**src/rtl/calib_rec_pkg.sv**
```systemverilog
package calib_rec_pkg;
  typedef enum logic {ST_RUN, ST_WAIT} recState_t;

  typedef struct packed {
    logic clrWait;
    logic recDone;
  } recStrobe_t;

  typedef struct packed {
    logic waitExpired;
    logic settling;
  } recStatus_t;
endpackage

```
**src/rtl/calib_rec_dp.sv**
```systemverilog
module calib_rec_dp
  import calib_rec_pkg::*;
#(
  parameter int IDLE_TICKS   = 3000,
  parameter int ACK_TIMEOUT  = 16,
  parameter int SETTLE_TICKS = 7000,
  parameter int CNT_W        = 8
) (
  input  logic             clk,
  input  logic             rstN,
  input  logic             tickUs,
  input  logic             activity,
  input  recStrobe_t       strobe,
  output recStatus_t       status,
  output logic             suspended,
  output logic [CNT_W-1:0] recCount
);
  localparam int IDLE_W = $clog2(IDLE_TICKS + 1);
  localparam int WAIT_W = $clog2(ACK_TIMEOUT + 1);
  localparam int SETL_W = $clog2(SETTLE_TICKS + 1);
  localparam logic [IDLE_W-1:0] IDLE_LAST = IDLE_W'(IDLE_TICKS - 1);
  localparam logic [IDLE_W-1:0] IDLE_MAX  = IDLE_W'(IDLE_TICKS);
  localparam logic [WAIT_W-1:0] WAIT_LAST = WAIT_W'(ACK_TIMEOUT - 1);
  localparam logic [SETL_W-1:0] SETL_INIT = SETL_W'(SETTLE_TICKS);
  localparam logic [CNT_W-1:0]  CNT_MAX   = '1;

  logic [IDLE_W-1:0] idleCnt;
  logic [WAIT_W-1:0] waitCnt;
  logic [SETL_W-1:0] settleCnt;

  // bus idle timer and suspend flag
  always_ff @(posedge clk) begin
    if (!rstN) begin
      idleCnt   <= '0;
      suspended <= 1'b0;
    end else if (activity) begin
      idleCnt   <= '0;
      suspended <= 1'b0;
    end else if (tickUs) begin
      if (idleCnt != IDLE_MAX) idleCnt <= idleCnt + 1'b1;
      if (idleCnt == IDLE_LAST) suspended <= 1'b1;
    end
  end

  // acknowledge timeout during a recovery
  always_ff @(posedge clk) begin
    if (!rstN) waitCnt <= '0;
    else if (strobe.clrWait) waitCnt <= '0;
    else if (waitCnt != WAIT_LAST) waitCnt <= waitCnt + 1'b1;
  end

  // settling window after a recovery
  always_ff @(posedge clk) begin
    if (!rstN) settleCnt <= '0;
    else if (strobe.recDone) settleCnt <= SETL_INIT;
    else if (tickUs && settleCnt != '0) settleCnt <= settleCnt - 1'b1;
  end

  // saturating recovery counter
  always_ff @(posedge clk) begin
    if (!rstN) recCount <= '0;
    else if (strobe.recDone && recCount != CNT_MAX) recCount <= recCount + 1'b1;
  end

  assign status.waitExpired = (waitCnt == WAIT_LAST);
  assign status.settling    = (settleCnt != '0);

  p_idle_limit_r2: assert property (@(posedge clk) disable iff (!rstN)
    $rose(suspended) |-> ($past(idleCnt) == IDLE_LAST && $past(tickUs)));
  p_activity_wakes_r3: assert property (@(posedge clk) disable iff (!rstN)
    activity |=> !suspended);
  p_count_hold_r6: assert property (@(posedge clk) disable iff (!rstN)
    !strobe.recDone |=> $stable(recCount));
  p_no_overflow_r11: assert property (@(posedge clk) disable iff (!rstN)
    recCount == CNT_MAX |=> recCount == CNT_MAX);
endmodule

```
**src/rtl/calib_rec_ctrl.sv**
```systemverilog
module calib_rec_ctrl
  import calib_rec_pkg::*;
#(
  parameter int CODE_W     = 7,
  parameter int STUCK_CODE = 1
) (
  input  logic              clk,
  input  logic              rstN,
  input  logic              busResetPulse,
  input  logic              resumePulse,
  input  logic              sofPulse,
  input  logic              loopOffAck,
  input  logic [CODE_W-1:0] trimCode,
  input  recStatus_t        status,
  output recStrobe_t        strobe,
  output logic              inWait
);
  localparam logic [CODE_W-1:0] STUCK = CODE_W'(STUCK_CODE);

  recState_t state, stateNext;
  logic pending, sofCheck, startRec;

  assign sofCheck = sofPulse && pending && !status.settling && (state == ST_RUN);
  assign startRec = busResetPulse || (sofCheck && trimCode == STUCK);

  always_comb begin
    stateNext      = state;
    strobe.clrWait = 1'b0;
    strobe.recDone = 1'b0;
    unique case (state)
      ST_RUN: if (startRec) begin
        stateNext      = ST_WAIT;
        strobe.clrWait = 1'b1;
      end
      ST_WAIT: if (loopOffAck || status.waitExpired) begin
        stateNext      = ST_RUN;
        strobe.recDone = 1'b1;
      end
      default: stateNext = ST_RUN;
    endcase
  end

  always_ff @(posedge clk) begin
    if (!rstN) begin
      state   <= ST_RUN;
      pending <= 1'b0;
    end else begin
      state <= stateNext;
      if (resumePulse) pending <= 1'b1;
      else if (sofCheck) pending <= 1'b0;
    end
  end

  assign inWait = (state == ST_WAIT);

  p_reset_starts_r5: assert property (@(posedge clk) disable iff (!rstN)
    (state == ST_RUN && busResetPulse) |=> state == ST_WAIT);
  p_ack_ends_r6: assert property (@(posedge clk) disable iff (!rstN)
    (state == ST_WAIT && loopOffAck) |=> state == ST_RUN);
  p_timeout_ends_r7: assert property (@(posedge clk) disable iff (!rstN)
    (state == ST_WAIT && status.waitExpired) |=> state == ST_RUN);
  p_resume_only_r8: assert property (@(posedge clk) disable iff (!rstN)
    (state == ST_RUN && resumePulse && !busResetPulse && !sofPulse) |=> state == ST_RUN);
  p_good_trim_r9: assert property (@(posedge clk) disable iff (!rstN)
    (sofCheck && trimCode != STUCK && !busResetPulse && !resumePulse) |=>
      (!pending && state == ST_RUN));
  p_settle_defers_r10: assert property (@(posedge clk) disable iff (!rstN)
    (pending && status.settling && !busResetPulse) |=> pending);
endmodule

```
**src/rtl/calib_recovery_seq.sv**
```systemverilog
module calib_recovery_seq
  import calib_rec_pkg::*;
#(
  parameter int IDLE_TICKS   = 3000,
  parameter int ACK_TIMEOUT  = 16,
  parameter int SETTLE_TICKS = 7000,
  parameter int CODE_W       = 7,
  parameter int STUCK_CODE   = 1,
  parameter int CNT_W        = 8
) (
  input  logic              clk,
  input  logic              rstN,
  input  logic              tickUs,
  input  logic              busActivity,
  input  logic              sofPulse,
  input  logic              busResetPulse,
  input  logic              resumePulse,
  input  logic [CODE_W-1:0] trimCode,
  input  logic              loopOffAck,
  output logic              loopEnable,
  output logic              suspended,
  output logic [CNT_W-1:0]  recoveryCount
);
  recStrobe_t strobe;
  recStatus_t status;
  logic inWait, activity;

  assign activity = busActivity | sofPulse | busResetPulse | resumePulse;

  calib_rec_ctrl #(.CODE_W(CODE_W), .STUCK_CODE(STUCK_CODE)) u_ctrl (
    .clk(clk), .rstN(rstN), .busResetPulse(busResetPulse),
    .resumePulse(resumePulse), .sofPulse(sofPulse), .loopOffAck(loopOffAck),
    .trimCode(trimCode), .status(status), .strobe(strobe), .inWait(inWait)
  );

  calib_rec_dp #(.IDLE_TICKS(IDLE_TICKS), .ACK_TIMEOUT(ACK_TIMEOUT),
                 .SETTLE_TICKS(SETTLE_TICKS), .CNT_W(CNT_W)) u_dp (
    .clk(clk), .rstN(rstN), .tickUs(tickUs), .activity(activity),
    .strobe(strobe), .status(status), .suspended(suspended),
    .recCount(recoveryCount)
  );

  assign loopEnable = !inWait && !suspended;

  p_suspend_off_r4: assert property (@(posedge clk) disable iff (!rstN)
    suspended |-> !loopEnable);
  p_rewait_r12: assert property (@(posedge clk) disable iff (!rstN)
    (inWait && busResetPulse && !loopOffAck && !strobe.recDone) |=> inWait);
endmodule

```
**config.mk**
```make
export PLATFORM = sky130hd
export DESIGN_NAME = calib_recovery_seq
export DESIGN_NICKNAME = d
export VERILOG_FILES = /design/src/rtl/calib_rec_pkg.sv /design/src/rtl/calib_rec_dp.sv /design/src/rtl/calib_rec_ctrl.sv /design/src/rtl/calib_recovery_seq.sv
export SDC_FILE = /design/constraint.sdc
export NUM_CORES = 1
export LEC_CHECK = 0
export BUFFER_PORTS_ARGS = -buffer_cell sky130_fd_sc_hd__clkbuf_2
export CORE_MARGIN = 4
export CORE_UTILIZATION = 45
export CTS_CLUSTER_SIZE = 14
export DETAILED_ROUTE_END_ITERATION = 12
export GPL_TIMING_DRIVEN = 0
export PLACE_DENSITY = 0.67
export SETUP_SLACK_MARGIN = 0.1
export SYNTH_ARGS = -nofsm -noshare
export SYNTH_HDL_FRONTEND = slang
export SYNTH_SLANG_ARGS = --single-unit
```
**constraint.sdc**
```tcl
create_clock -name clk -period 1.8 [get_ports clk]
set_input_delay 0.18 -clock clk [delete_from_list [all_inputs] [get_ports clk]]
set_output_delay 0.18 -clock clk [all_outputs]
set_load 0.005 [all_outputs]
```
==> flow_metrics.env <==
export IMPL_cap_violations=0
export IMPL_yosysWarnings=0
export IMPL_cts_buffers=5
export IMPL_drc=0
export IMPL_grt_max_degree=14
export IMPL_ys_ff_latch=41
export IMPL_pre_cts_slack_ns=-0.287
export IMPL_viasPerCell=5.54
export IMPL_track_usage=0.165
export IMPL_drt_iter0_drc=98
export IMPL_port_buffers=23
export IMPL_grt_pass1_vias=1635
export IMPL_root_buffer="clkbuf_8"
export IMPL_syn_nets=247
export IMPL_arrival_ns=1.89
export IMPL_tightest_slew_ns=0.470
export IMPL_worst_slack_ns=0.0849
export IMPL_worstSetupPathType="reg -> reg"
export IMPL_htree_levels=2
export IMPL_cts_tree="built"
export IMPL_r2r_start="u_dp.settleCnt[3]"
export IMPL_required_ns=1.97
export IMPL_grt_pass1_wl_um=7220
export IMPL_hold_viol_final=0
export IMPL_rows=24
export IMPL_cp_startpoint="u_dp.settleCnt[3]"
export IMPL_dp_cells=301
export IMPL_synth_edf_count=0
export IMPL_synth_cell_area_sq_mm=0.00203
export IMPL_cp_end_kind="register"
export IMPL_start_kind="register"
export IMPL_hold_ws_ns=0.131
export IMPL_die_h_um=75.2
export IMPL_core_sq_mm=0.00435
export IMPL_avgSynthCellArea_sq_um=9.00
export IMPL_ios=25
export IMPL_routabilityCongestion=0.743
export IMPL_wl_per_cell_um=13.8
export IMPL_dieArea_sq_mm=0.00566
export IMPL_hpwl_um=2970
export IMPL_min_from="resumePulse"
export IMPL_p_leak_nw=0.991
export IMPL_start_util=0.467
export IMPL_ys_async_sr_fraction=0
export IMPL_status="complete, no violations"
export IMPL_slew_violations=0
export IMPL_fill_cells=354
export IMPL_finalSetupViolations=0
export IMPL_min_path_type="in -> reg"
export IMPL_dr_pass1_iters=4
export IMPL_maxSlewHeadroom=0.687
export IMPL_finClkSkew_ns=0.00584
export IMPL_ir_worst_vdd_mv=0.527
export IMPL_wirelength_um=4450
export IMPL_antenna_cells=0
export IMPL_cts_sinks=41
export IMPL_synth_seq_area_share=0.404
export IMPL_fp_dieW_um=75.2
export IMPL_tns_ns=0
export IMPL_fin_nets=291
export IMPL_min_period_ns=1.72
export IMPL_ys_flop_type="dfxtp_1"
export IMPL_fin_crit_sh=0.953
export IMPL_synthCells=226
export IMPL_yosysUniqueCellTypes=48
export IMPL_finalNonFillerCells=323
export IMPL_clkLatencyLatePin_ns=0.30
export IMPL_rsz0062_at_grt="true"
export IMPL_drive_above_1_share=0.288
export IMPL_num_vias=1789
export IMPL_ant_nets=0
export IMPL_cts_buffer_depth=2
export IMPL_clock_fmax_mhz=583
export IMPL_path_clk_slew_ns=0.08
export IMPL_grt_overflow=0
export IMPL_p_per_area_mw_per_mm2=1130
export IMPL_crit_fanout=7
export IMPL_area_growth_syn_to_layout_pct=29.0
export IMPL_grt_antenna_before_repair=0
==> flip-flops by register name, indices dropped and copies added (netlist names) <==
| register | cells |
|---|---|
| u_dp.settleCnt | 13 |
| u_dp.idleCnt | 12 |
| u_ctrl.inWait | 1 |
| u_dp.suspended | 1 |
| u_dp.recCount | 8 |
| u_ctrl.pending | 1 |
| u_dp.waitCnt | 5 |
==> metal layers <==
metal | track usage | wire length [um] | part of all wire
met5 | 0 | 0 | 0
met2 | 0.281 | 2190 | 0.49
met3 | 0.0401 | 137 | 0.031
met1 | 0.200 | 2020 | 0.46
met4 | 0.0660 | 97 | 0.022
==> through the flow <==
step | area, sq um | total power [mW] | util
floorplan | 2060 | 1.68 | -
global placement | 2240 | 1.81 | 0.514
detailed placement | 2240 | 1.82 | 0.514
CTS | 2540 | 2.81 | 0.583
global route | 2620 | 3.12 | 0.603
finish | 2620 | 2.97 | 0.603
==> repair_timing <==
action,CTS,global route
hold buffers,0,0
gates resized for setup,21,13
pin swaps,11,14
buffers inserted,10,6
endpoints found under the setup margin,27,22
==> layout make-up <==
type	instances	area [sq um]	area share
multi-input cells	170	1310	0.500
flip-flops and latches	41	831	0.317
repair buffers	38	231	0.0882
clock buffers	6	82.6	0.0315
well taps	52	65.1	0.0248
clock inverters	2	37.5	0.0143
plain buffers	6	35.0	0.0134
inverters	8	30.0	0.0114
==> synthesized netlist by cell type, drive strengths merged, types with 2 or more instances <==
cell type | n | share of area
nor4b | 3 | 0.020
nor4 | 3 | 0.017
nand3 | 7 | 0.017
buf | 3 | 0.0086
a31oi | 4 | 0.012
or4b | 2 | 0.0098
a21oi | 15 | 0.037
ha | 6 | 0.037
nand4 | 6 | 0.018
and4 | 2 | 0.0086
xnor2 | 11 | 0.047
clkbuf | 4 | 0.0074
a211oi | 2 | 0.0074
nor3 | 3 | 0.0074
or2 | 2 | 0.0062
or4 | 5 | 0.018
dfxtp | 41 | 0.40
inv | 8 | 0.015
nand2 | 13 | 0.024
xor2 | 10 | 0.043
nand3b | 3 | 0.011
or3 | 3 | 0.0092
nor2 | 34 | 0.063
and3 | 4 | 0.012
o211ai | 3 | 0.011
a2111oi | 3 | 0.028
o21ai | 7 | 0.017
mux2i | 4 | 0.020
==> final timing paths <==
check / cells after the start / to / slack, ns
max: 4 / u_dp.settleCnt[8] / 0.08
min reg2reg: 2 / u_dp.idleCnt[11] / 0.49
max reg2reg: 4 / u_dp.settleCnt[8] / 0.08
min: 3 / u_ctrl.pending / 0.13
==> logic make-up (layout without fill, tap and decap cells) <==
group	after synthesis	in the layout	synth area share
xor gates and xnor gates	21	21	0.0905
and+or+nand+nor	98	98	0.274
muxes	4	4	0.0197
AOI/OAI and AO/OA	41	41	0.144
DFF	41	41	0.404
adders and majority gates	6	6	0.0369
buffers and inverters	15	60	0.0308
==> worst max-delay path: stages, from the launching register on <==
cell	delay, ns
dfxtp_1	0.39
or4_1	0.62
nor4b_4	0.33
a21bo_2	0.17
a31oi_1	0.08
==> cell usage in the layout (no fill, tap or decap), types with 4 or more instances in the layout <==
cell type / instances
a21oi_1: 14
buf_4: 15
clkbuf_2: 24
clkbuf_8: 6
dfxtp_1: 35
dfxtp_2: 5
inv_1: 8
mux2i_1: 4
nand2_1: 13
nand3_1: 6
nand4_1: 6
nor2_1: 34
o21ai_0: 4
or4_1: 4
xnor2_1: 11
xor2_1: 10
==> report_power, final <==
| part | switching, mW | internal, mW | total (mW) |
|---|---|---|---|
| logic | 0.517 | 0.536 | 1.05 |
| registers | 0.136 | 0.998 | 1.13 |
| clock network | 0.331 | 0.451 | 0.782 |
| total | 0.984 | 1.98 | 2.97 |
Note: power is estimated with default switching activity, not from simulation.
